### src/rtl/led_blink_pkg.sv
package led_blink_pkg;

  // Control word layout
  localparam int TB_W      = 4;
  localparam int EN_BIT    = 4;
  localparam int AUTO_BIT  = 5;
  localparam int MASK_BIT  = 6;
  localparam int CTRL_W    = 7;

  // Largest usable time-base select
  localparam int TB_MAX    = 13;

  typedef enum logic [1:0] {
    IDX_CTRL = 2'd0,
    IDX_PER  = 2'd1,
    IDX_DUTY = 2'd2,
    IDX_STOP = 2'd3
  } reg_idx_e;

endpackage

### src/rtl/led_tick_gen.sv
module led_tick_gen #(
  parameter int SEL_W     = 4,
  parameter int MAX_SHIFT = 13
) (
  input  logic             clk,
  input  logic             rst_n,
  input  logic             restart,
  input  logic             run,
  input  logic [SEL_W-1:0] sel,
  output logic             tick
);

  logic [MAX_SHIFT-1:0] pre_q, pre_d;
  logic [MAX_SHIFT-1:0] mask;
  logic [SEL_W-1:0]     sel_eff;

  // Selects above the limit are clamped
  always_comb begin
    sel_eff = (sel > SEL_W'(MAX_SHIFT)) ? SEL_W'(MAX_SHIFT) : sel;
    for (int i = 0; i < MAX_SHIFT; i++) begin
      mask[i] = (i < int'(sel_eff));
    end
  end

  assign tick = run && ((pre_q & mask) == mask);

  always_comb begin
    if (restart || !run) pre_d = '0;
    else                 pre_d = pre_q + 1'b1;
  end

  always_ff @(posedge clk or negedge rst_n) begin
    if (!rst_n) pre_q <= '0;
    else        pre_q <= pre_d;
  end

  // a divided time base never ticks on two consecutive clocks
  a_r4_tick_spaced: assert property (@(posedge clk) disable iff (!rst_n)
    (tick && (sel_eff != '0) && !restart) |=> !tick);

endmodule

### src/rtl/led_wave_gen.sv
module led_wave_gen #(
  parameter int PER_W = 12
) (
  input  logic             clk,
  input  logic             rst_n,
  input  logic             restart,
  input  logic             run,
  input  logic             tick,
  input  logic [PER_W-1:0] per_reg,
  input  logic [PER_W-1:0] duty_reg,
  output logic             led,
  output logic             wrap
);

  logic [PER_W-1:0] pos_q, pos_d;
  logic [PER_W-1:0] act_per_q, act_per_d;
  logic [PER_W-1:0] act_duty_q, act_duty_d;
  logic             last;

  // A period of 0 acts as a single tick
  assign last = ({1'b0, pos_q} + 1'b1) >= {1'b0, act_per_q};
  assign wrap = run && tick && last;
  assign led  = run && (pos_q < act_duty_q);

  always_comb begin
    pos_d      = pos_q;
    act_per_d  = act_per_q;
    act_duty_d = act_duty_q;
    if (restart) begin
      pos_d      = '0;
      act_per_d  = per_reg;
      act_duty_d = duty_reg;
    end else if (run && tick) begin
      if (last) begin
        pos_d      = '0;
        act_per_d  = per_reg;
        act_duty_d = duty_reg;
      end else begin
        pos_d = pos_q + 1'b1;
      end
    end
  end

  always_ff @(posedge clk or negedge rst_n) begin
    if (!rst_n) begin
      pos_q      <= '0;
      act_per_q  <= '0;
      act_duty_q <= '0;
    end else begin
      pos_q      <= pos_d;
      act_per_q  <= act_per_d;
      act_duty_q <= act_duty_d;
    end
  end

  // the position only moves on a tick or a restart
  a_r4_pos_holds: assert property (@(posedge clk) disable iff (!rst_n)
    (!tick && !restart) |=> $stable(pos_q));

  // the active duty changes only at a boundary or a restart
  a_r7_duty_latched: assert property (@(posedge clk) disable iff (!rst_n)
    (!wrap && !restart) |=> $stable(act_duty_q));

endmodule

### src/rtl/led_autostop.sv
module led_autostop #(
  parameter int CNT_W = 16
) (
  input  logic             clk,
  input  logic             rst_n,
  input  logic             restart,
  input  logic             autostop,
  input  logic             wrap,
  input  logic [CNT_W-1:0] stop_cnt,
  output logic             stop,
  output logic             done
);

  logic [CNT_W-1:0] blinks_q, blinks_d;
  logic             done_q, done_d;
  logic [CNT_W:0]   blinks_next;

  assign blinks_next = {1'b0, blinks_q} + 1'b1;
  // A stop count of 0 is met by the first completed period
  assign stop = autostop && wrap && (blinks_next >= {1'b0, stop_cnt});
  assign done = done_q;

  always_comb begin
    blinks_d = blinks_q;
    done_d   = done_q;
    if (restart) begin
      blinks_d = '0;
      done_d   = 1'b0;
    end else begin
      if (wrap) blinks_d = blinks_next[CNT_W-1:0];
      if (stop) done_d   = 1'b1;
    end
  end

  always_ff @(posedge clk or negedge rst_n) begin
    if (!rst_n) begin
      blinks_q <= '0;
      done_q   <= 1'b0;
    end else begin
      blinks_q <= blinks_d;
      done_q   <= done_d;
    end
  end

  // the done flag holds until a control write
  a_r9_done_sticky: assert property (@(posedge clk) disable iff (!rst_n)
    (done_q && !restart) |=> done_q);

endmodule

### src/rtl/led_blink_ctrl.sv
module led_blink_ctrl
  import led_blink_pkg::*;
#(
  parameter int PER_W  = 12,
  parameter int CNT_W  = 16,
  parameter int DATA_W = 16
) (
  input  logic              clk,
  input  logic              rst_n,
  input  logic              reg_wr,
  input  logic [1:0]        reg_addr,
  input  logic [DATA_W-1:0] reg_wdata,
  output logic [DATA_W-1:0] reg_rdata,
  output logic              led_o,
  output logic              irq_o
);

  // Reset synchroniser: asynchronous assert, synchronous release
  logic rst_meta_q, rst_sync_n;

  always_ff @(posedge clk or negedge rst_n) begin
    if (!rst_n) begin
      rst_meta_q <= 1'b0;
      rst_sync_n <= 1'b0;
    end else begin
      rst_meta_q <= 1'b1;
      rst_sync_n <= rst_meta_q;
    end
  end

  // Registers
  logic [TB_W-1:0]  tb_q, tb_d;
  logic             en_q, en_d;
  logic             auto_q, auto_d;
  logic             mask_q, mask_d;
  logic [PER_W-1:0] per_q, per_d;
  logic [PER_W-1:0] duty_q, duty_d;
  logic [CNT_W-1:0] stop_q, stop_d;

  logic wr_ctrl, wr_per, wr_duty, wr_stop;
  logic tick, wrap, stop, done, led;

  always_comb begin
    wr_ctrl = reg_wr && (reg_idx_e'(reg_addr) == IDX_CTRL);
    wr_per  = reg_wr && (reg_idx_e'(reg_addr) == IDX_PER);
    wr_duty = reg_wr && (reg_idx_e'(reg_addr) == IDX_DUTY);
    wr_stop = reg_wr && (reg_idx_e'(reg_addr) == IDX_STOP);
  end

  always_comb begin
    tb_d   = tb_q;
    en_d   = en_q;
    auto_d = auto_q;
    mask_d = mask_q;
    per_d  = per_q;
    duty_d = duty_q;
    stop_d = stop_q;
    if (wr_ctrl) begin
      tb_d   = reg_wdata[TB_W-1:0];
      en_d   = reg_wdata[EN_BIT];
      auto_d = reg_wdata[AUTO_BIT];
      mask_d = reg_wdata[MASK_BIT];
    end else if (stop) begin
      en_d   = 1'b0;
    end
    if (wr_per)  per_d  = reg_wdata[PER_W-1:0];
    if (wr_duty) duty_d = reg_wdata[PER_W-1:0];
    if (wr_stop) stop_d = reg_wdata[CNT_W-1:0];
  end

  always_ff @(posedge clk or negedge rst_sync_n) begin
    if (!rst_sync_n) begin
      tb_q   <= '0;
      en_q   <= 1'b0;
      auto_q <= 1'b0;
      mask_q <= 1'b0;
      per_q  <= '0;
      duty_q <= '0;
      stop_q <= '0;
    end else begin
      tb_q   <= tb_d;
      en_q   <= en_d;
      auto_q <= auto_d;
      mask_q <= mask_d;
      per_q  <= per_d;
      duty_q <= duty_d;
      stop_q <= stop_d;
    end
  end

  // Read-back
  always_comb begin
    unique case (reg_idx_e'(reg_addr))
      IDX_CTRL: reg_rdata = DATA_W'({mask_q, auto_q, en_q, tb_q});
      IDX_PER:  reg_rdata = DATA_W'(per_q);
      IDX_DUTY: reg_rdata = DATA_W'(duty_q);
      default:  reg_rdata = DATA_W'(stop_q);
    endcase
  end

  led_tick_gen #(
    .SEL_W     (TB_W),
    .MAX_SHIFT (TB_MAX)
  ) u_tick (
    .clk     (clk),
    .rst_n   (rst_sync_n),
    .restart (wr_ctrl),
    .run     (en_q),
    .sel     (tb_q),
    .tick    (tick)
  );

  led_wave_gen #(
    .PER_W (PER_W)
  ) u_wave (
    .clk      (clk),
    .rst_n    (rst_sync_n),
    .restart  (wr_ctrl),
    .run      (en_q),
    .tick     (tick),
    .per_reg  (per_q),
    .duty_reg (duty_q),
    .led      (led),
    .wrap     (wrap)
  );

  led_autostop #(
    .CNT_W (CNT_W)
  ) u_stop (
    .clk      (clk),
    .rst_n    (rst_sync_n),
    .restart  (wr_ctrl),
    .autostop (auto_q),
    .wrap     (wrap),
    .stop_cnt (stop_q),
    .stop     (stop),
    .done     (done)
  );

  assign led_o = led;
  assign irq_o = done && !mask_q;

  // no light while the run bit is clear
  a_r3_idle_dark: assert property (@(posedge clk) disable iff (!rst_sync_n)
    !en_q |-> !led_o);

  // completion and run-bit clearing happen on the same edge
  a_r8_stop_disables: assert property (@(posedge clk) disable iff (!rst_sync_n)
    $rose(done) |-> !en_q);

  // the LED stays dark after completion
  a_r8_stopped_dark: assert property (@(posedge clk) disable iff (!rst_sync_n)
    done |-> !led_o);

endmodule

### config.mk
export PLATFORM = sky130hd
export DESIGN_NAME = led_blink_ctrl
export DESIGN_NICKNAME = d
export VERILOG_FILES = /design/src/rtl/led_blink_pkg.sv /design/src/rtl/led_tick_gen.sv /design/src/rtl/led_wave_gen.sv /design/src/rtl/led_autostop.sv /design/src/rtl/led_blink_ctrl.sv
export SDC_FILE = /design/constraint.sdc
export NUM_CORES = 1
export LEC_CHECK = 0
export ABC_AREA = 1
export BUFFER_PORTS_ARGS = -buffer_cell sky130_fd_sc_hd__buf_2
export CAP_MARGIN = 20
export CORE_MARGIN = 2
export CORE_UTILIZATION = 49
export CTS_CLUSTER_SIZE = 20
export DETAILED_ROUTE_END_ITERATION = 8
export PLACE_DENSITY_LB_ADDON = 0.08
export SLEW_MARGIN = 15
export SYNTH_ARGS = -nofsm -noshare
export SYNTH_HDL_FRONTEND = slang
export SYNTH_SLANG_ARGS = --single-unit
### constraint.sdc
create_clock -name clk -period 3.9 [get_ports clk]
set_clock_uncertainty 0.15 [all_clocks]
set_input_delay 0.78 -clock clk [delete_from_list [all_inputs] [get_ports clk]]
set_output_delay 0.78 -clock clk [all_outputs]
set_load 0.03 [all_outputs]
==> results of run 1 <==
[worst min-delay path by stage]
stage / to / cells after the start / slack (ns) / startpoint
floorplan: rst_sync_n / 0 / 0.18 / rst_meta_q
global placement: rst_sync_n / 0 / 0.19 / rst_meta_q
detailed placement: rst_sync_n / 0 / 0.19 / rst_meta_q
CTS: rst_sync_n / 0 / 0.21 / rst_meta_q
global route: rst_sync_n / 0 / 0.21 / rst_meta_q
finish: rst_sync_n / 0 / 0.20 / rst_meta_q
[area by class of cell]
type | instances | share of cell area (%)
clock inverter | 10 | 2.33
multi-input combinational | 523 | 40.1
timing repair buffer | 43 | 3.01
clock buffer | 22 | 6.21
tap | 176 | 2.88
sequential | 115 | 37.7
inverter | 157 | 7.78
[state kept, by name, summed over array words and instances (netlist names), 12 cells and up]
register,cells
duty_q,12
per_q,12
u_wave.act_duty_q,12
u_tick.pre_q,13
stop_q,16
u_wave.act_per_q,12
u_stop.blinks_q,16
u_wave.pos_q,12
[placed cells by master, fill, tap and decap left out, drive strengths merged, types with 22 or more instances in the layout]
cell type  Yosys  final
a21oi         37     37
nand2        180    180
ha            43     43
clkbuf        10     22
inv          156    156
dfrtp        115    115
nor2          55     55
o21ai         98     98
nand3         22     22
buf            9     42
[per-layer routing]
metal	up-vias	share of wire (%)	track usage, %	wire length, um
li1	2715	-	-	-
met5	-	0	0	0
met4	0	1.6	7.92	268
met3	22	5.5	5.47	911
met1	2612	48	36.4	8010
met2	153	44	36.0	7340
[power by group]
part	switching, mW	internal [mW]
Combinational	0.636	0.370
Sequential	0.186	1.41
Clock	0.544	1.18
Total	1.37	2.96
[cell families after synthesis]
group                      Yosys count  share of synthesized area, %
buffers and inverters              176                          10.9
other                                1                        0.0562
adders and majority gates           43                          8.07
AOI/OAI and AO/OA                  172                          15.7
DFF                                115                          43.2
and+or+nand+nor                    289                          19.7
xor gates and xnor gates            18                          2.36
[cells in the mapped netlist, types with 11 or more instances]
library cell | instances | share of area (%)
o21ai_1 | 19 | 1.4
nor3_1 | 11 | 0.83
inv_1 | 149 | 8.4
nor2_1 | 47 | 2.6
nand4_1 | 13 | 1.2
ha_1 | 43 | 8.1
xor2_1 | 16 | 2.1
o21ai_2 | 12 | 1.6
nand3_1 | 20 | 1.5
nand2_1 | 166 | 9.3
dfrtp_1 | 115 | 43
o21ai_0 | 67 | 5.0
a21oi_1 | 36 | 2.7
[per-stage QoR]
| stage | cell area, sq um | hold WS, ns |
|---|---|---|
| after floorplan | 6670 | 0.181 |
| after global placement | 6980 | 0.191 |
| after detailed placement | 6980 | 0.190 |
| after CTS | 7640 | 0.205 |
| after global routing | 7640 | 0.208 |
| final | 7640 | 0.203 |
==> run summary, run 1 <==
Status: finished clean
Cts bufs inserted: 17
Max Cap Violations: 0
Worst setup margin: 0.558 ns
Seq. cell area: 0.00288 sq mm
CTS Sinks: 115
Routed Antenna Nets: 0
Routed length per instance: 15.8 um
Max Root-Sink Buffers: 2
DP Worst Slack: 0.566 ns
Final Util: 57.7%
CTS root buffer: clkbuf_16
Chip width: 121 um
Critical path origin: u_wave.pos_q[2]
GRT Util Overall: 24.6%
Most frequent CP cell: nand2_1
DRC violation total after the first TritonRoute iteration: 483
Clk slew on worst S/H paths: 0.05 ns
First-pass GRT wire length: 27600 um
Mapped Cells: 814
Initial DRT Pass Iterations: 5
Layout cell share with drive strength beyond 1: 14.8%
Cell Area, Synth: 0.00667 sq mm
Critical Path Fanout Max: 35
Reg2reg start: u_wave.pos_q[2]
PwrDens: 566 mW/mm^2
Initial Utilization: 50.3%
Post-DP HPWL: 12300 um
Worst-Margin Slew: 0.924 ns
Syn. warnings: 0
Initial antenna violation count: 0
Hold-fix buffers, CTS: 1
GRT overflow: 0
Post-synth EDFFs: 0
Placed cells: 1013
Power Total: 4.33 mW
WP buf/inv: 3
H-tree depth: 4
Critical path depth: 19
WL final: 16500 um
Vias per inst: 5.26
Crit end category: flop
Worst path slowest cell: dfrtp_1
Global placement routability congestion: 0.919
Ys async rst share: 100%
Data arrival time of the worst path: 3.49 ns
Synth Area per Inst: 8.19 sq um
Multi-input gate area: 0.00306 sq mm
I/O Buffers: 38
Reg2reg end: u_wave.act_duty_q[7]
Max stage delay on crit path: 0.46 ns
Finished Layout Cells: 1046
Final TNS setup: 0 ns
Filler Cells Inserted: 1230
Io pins: 39
Final Cycle Share: 85.7%
# rows: 42
Area delta synth->final: 14.6%
Synth Flop Type: dfrtp_1
Setup violators final: 0
Hold Vio Cnt, Final: 0
HP Class: reg2reg
Worst setup SP type: flop
Residual DRC: 0
Chip height: 121 um
Worst EP required: 4.05 ns
TritonCTS clock tree: done
Worst setup path endpoint: u_wave.act_duty_q[7]
Leakage power total: 3.91 nW
PostCTS Resize Cnt: 0
Worst R2R Setup Slack: 0.56 ns
Cell variety after synth: 46
Normalized max-slew margin: 38.2%
Min Tclk post-route: 3.34 ns
Die area: 0.0146 sq mm
Crit path kind: reg2reg
Final nets: 921
Slew Limit Fails: 0
Syn nets: 878
Crit path cell chain: nand3_1, nor2_1, nand3_1, o21ai_0, o21ai_0, inv_1, ha_1, nand2_1, inv_1, a21oi_1, nand2_1, nand2_1, nand2_2, nor2_8, nand2_4, nand2_8, clkinv_4, nand2_2, o21ai_2
Number of setup buffers added after CTS: 0
Reg2reg path depth: 19
Seq/Total Area, Yosys: 43.2%
RSZ-0062 raised after global routing: false
Yosys reg bits: 115
Via count: 5502
Crit-path leading delay family: simple AND/OR/NAND/NOR gates
Antenna Diode Count: 0
Maximum clock rate: 299 MHz
Vias in the first global route: 5358
Peak supply drop: 342 uV
Core area: 0.0132 sq mm
Largest net degree at the start of global routing: 59
Clock Latency Late Sink: 0.42 ns
(Power assumes the default switching activity.)
==> run 2: changes to the inputs <==
- CORE_UTILIZATION: 49 -> 62
==> run summary, run 2 (same netlist as run 1, synthesis figures left out) <==
Status: finished clean (unchanged)
Die area: 0.0116 sq mm (was 0.0146 sq mm)
Worst setup SP type: flop (unchanged)
Vias in the first global route: 5568 (was 5358)
Crit path cell chain: nand3_1, nor2_1, nand3_1, o21ai_0, o21ai_0, inv_1, ha_1, nand2_1, inv_1, a21oi_1, nand2_1, nand2_1, nand2_2, nor2_8, nand2_4, nand2_8, clkinv_4, nand2_2, o21ai_2 (unchanged)
Largest net degree at the start of global routing: 60 (was 59)
RSZ-0062 raised after global routing: false (unchanged)
HP Class: reg2reg (unchanged)
Worst hold path depth: 0 (unchanged)
Reg power frac: 38.6% (was 36.9%)
Clk slew on worst S/H paths: 0.06 ns (was 0.05 ns)
Io pins: 39 (unchanged)
Crit end category: flop (unchanged)
Most frequent cells in the layout: nand2_1 (166), inv_1 (149), dfrtp_1 (114), o21ai_0 (67), nor2_1 (47) (unchanged)
Initial DRT Pass Iterations: 7 (was 5)
GRT overflow: 0 (unchanged)
Normalized max-slew margin: 40.1% (was 38.2%)
Min Tclk post-route: 3.44 ns (was 3.34 ns)
Comb pwr share: 24.3% (was 23.2%)
Initial antenna violation count: 0 (unchanged)
Reg2reg start: u_wave.pos_q[2] (unchanged)
H-tree depth: 4 (unchanged)
Leakage power total: 3.86 nW (was 3.91 nW)
Crit-path leading delay family: simple AND/OR/NAND/NOR gates (unchanged)
Peak supply drop: 452 uV (was 342 uV)
Final TNS setup: 0 ns (unchanged)
Clock Latency Late Sink: 0.53 ns (was 0.42 ns)
Int Power: 2.73 mW (was 2.96 mW)
Worst path slowest cell: dfrtp_1 (unchanged)
Max stage delay on crit path: 0.45 ns (was 0.46 ns)
Chip height: 108 um (was 121 um)
Fin Hold WS: 0.205 ns (was 0.203 ns)
Core area: 0.0104 sq mm (was 0.0132 sq mm)
DRC violation total after the first TritonRoute iteration: 302 (was 483)
Filler Cells Inserted: 790 (was 1230)
PwrDens: 549 mW/mm^2 (was 566 mW/mm^2)
Max Root-Sink Buffers: 2 (unchanged)
Setup violators final: 0 (unchanged)
Critical Path Fanout Max: 35 (unchanged)
Global placement routability congestion: 0.940 (was 0.919)
Sw Share: 33.9% (was 31.6%)
Chip width: 108 um (was 121 um)
Hold Crit Start: rst_meta_q (unchanged)
Routed length per instance: 16.0 um (was 15.8 um)
Crit path kind: reg2reg (unchanged)
Worst EP required: 4.15 ns (was 4.05 ns)
CTS root buffer: clkbuf_8 (was clkbuf_16)
CTS Sinks: 115 (unchanged)
# rows: 37 (was 42)
Multi-input gate area: 0.00306 sq mm (unchanged)
WP buf/inv: 3 (unchanged)
Net Switching: 1.40 mW (was 1.37 mW)
Vias per inst: 5.52 (was 5.26)
Slew Limit Fails: 0 (unchanged)
Power Total: 4.14 mW (was 4.33 mW)
Final nets: 921 (unchanged)
GRT Util Overall: 30.1% (was 24.6%)
Post-DP HPWL: 11800 um (was 12300 um)
TritonCTS clock tree: done (unchanged)
Most frequent CP cell: nand2_1 (unchanged)
Via count: 5558 (was 5502)
Max Cap Violations: 0 (unchanged)
WL final: 16100 um (was 16500 um)
Reg2reg end: u_wave.act_duty_q[8] (was u_wave.act_duty_q[7])
Data arrival time of the worst path: 3.69 ns (was 3.49 ns)
Cts bufs inserted: 17 (unchanged)
First-pass GRT wire length: 26700 um (was 27600 um)
Clk network pwr share: 37.1% (was 39.8%)
Worst R2R Setup Slack: 0.46 ns (was 0.56 ns)
Hold-fix buffers, CTS: 1 (unchanged)
Residual DRC: 0 (unchanged)
Routed Antenna Nets: 0 (unchanged)
PostCTS Resize Cnt: 0 (unchanged)
Largest registers: stop_q (16), u_stop.blinks_q (16), u_tick.pre_q (13) (unchanged)
Final Cycle Share: 88.1% (was 85.7%)
Seq. cell area: 0.00288 sq mm (unchanged)
Antenna Diode Count: 0 (unchanged)
Maximum clock rate: 291 MHz (was 299 MHz)
Worst-Margin Slew: 0.897 ns (was 0.924 ns)
Hold Path End: rst_sync_n (unchanged)
I/O Buffers: 38 (unchanged)
Reg2reg path depth: 19 (unchanged)
Number of setup buffers added after CTS: 0 (unchanged)
Commonest non-fill, non-tap cell in the layout: nand2_1 (unchanged)
Hold Vio Cnt, Final: 0 (unchanged)
Initial Utilization: 64.3% (was 50.3%)
Layout cell share with drive strength beyond 1: 15.1% (was 14.8%)
Area delta synth->final: 12.9% (was 14.6%)
-- run 2: changes by cell type in the layout (fill, tap and decap cells not counted), sizes merged --
cell / change
inv: +4
bufinv: -3
clkinv: -1
clkinvlp: +3
clkbuf: -3
-- run 2: power by group through the flow --
| stage | registers (mW) | clock network (mW) | logic (mW) |
|---|---|---|---|
| 6_report | 1.60 | 1.54 | 1.00 |
| 5_1_grt | 1.62 | 1.60 | 1.15 |
| 4_1_cts | 1.59 | 1.54 | 1.01 |
| 3_5_place_dp | 1.61 | 0 | 0.988 |
| 3_3_place_gp | 1.60 | 0 | 0.963 |
| 2_1_floorplan | 1.55 | 0 | 0.757 |
-- run 2: per-layer routing --
layer  part of all wire [%]  up-vias  track usage, %
li1                       -     2725               -
met1                     45     2642            40.6
met2                     46      163            46.0
met3                    6.4       28            8.72
met4                    2.3        0            11.6
met5                      0        -               0
-- run 2: through the flow --
step / cell area [sq um] / std cells / util [%] / setup WS (ns)
global placement: 6930 / 973 / 66.8 / 0.716
detailed placement: 6930 / 973 / 66.8 / 0.542
CTS: 7530 / 1006 / 72.6 / 0.487
global route: 7530 / 1006 / 72.6 / 0.175
finish: 7530 / 1006 / 72.6 / 0.463
floorplan: 6670 / 814 / - / 0.309
-- run 2: how the worst max path moves through the flow --
stage	from	endpoint	slack (ns)	depth (start not counted)
3_5_place_dp	u_wave.pos_q[2]	u_wave.act_duty_q[8]	0.54	19
6_report	u_wave.pos_q[2]	u_wave.act_duty_q[8]	0.46	19
2_1_floorplan	rst_sync_n	auto_q	0.31	0
5_1_grt	u_wave.pos_q[2]	u_wave.act_duty_q[8]	0.17	19
3_3_place_gp	u_wave.pos_q[0]	u_wave.act_duty_q[10]	0.72	18
4_1_cts	u_wave.pos_q[2]	u_wave.act_duty_q[8]	0.49	19
-- run 2: area by class of cell --
cell class | count | area share [%]
sequential | 115 | 38.3
tap | 136 | 2.26
clock buffer | 19 | 5.87
timing repair buffer | 43 | 3.06
clock inverter | 13 | 1.96
multi-input combinational | 523 | 40.7
inverter | 157 | 7.90
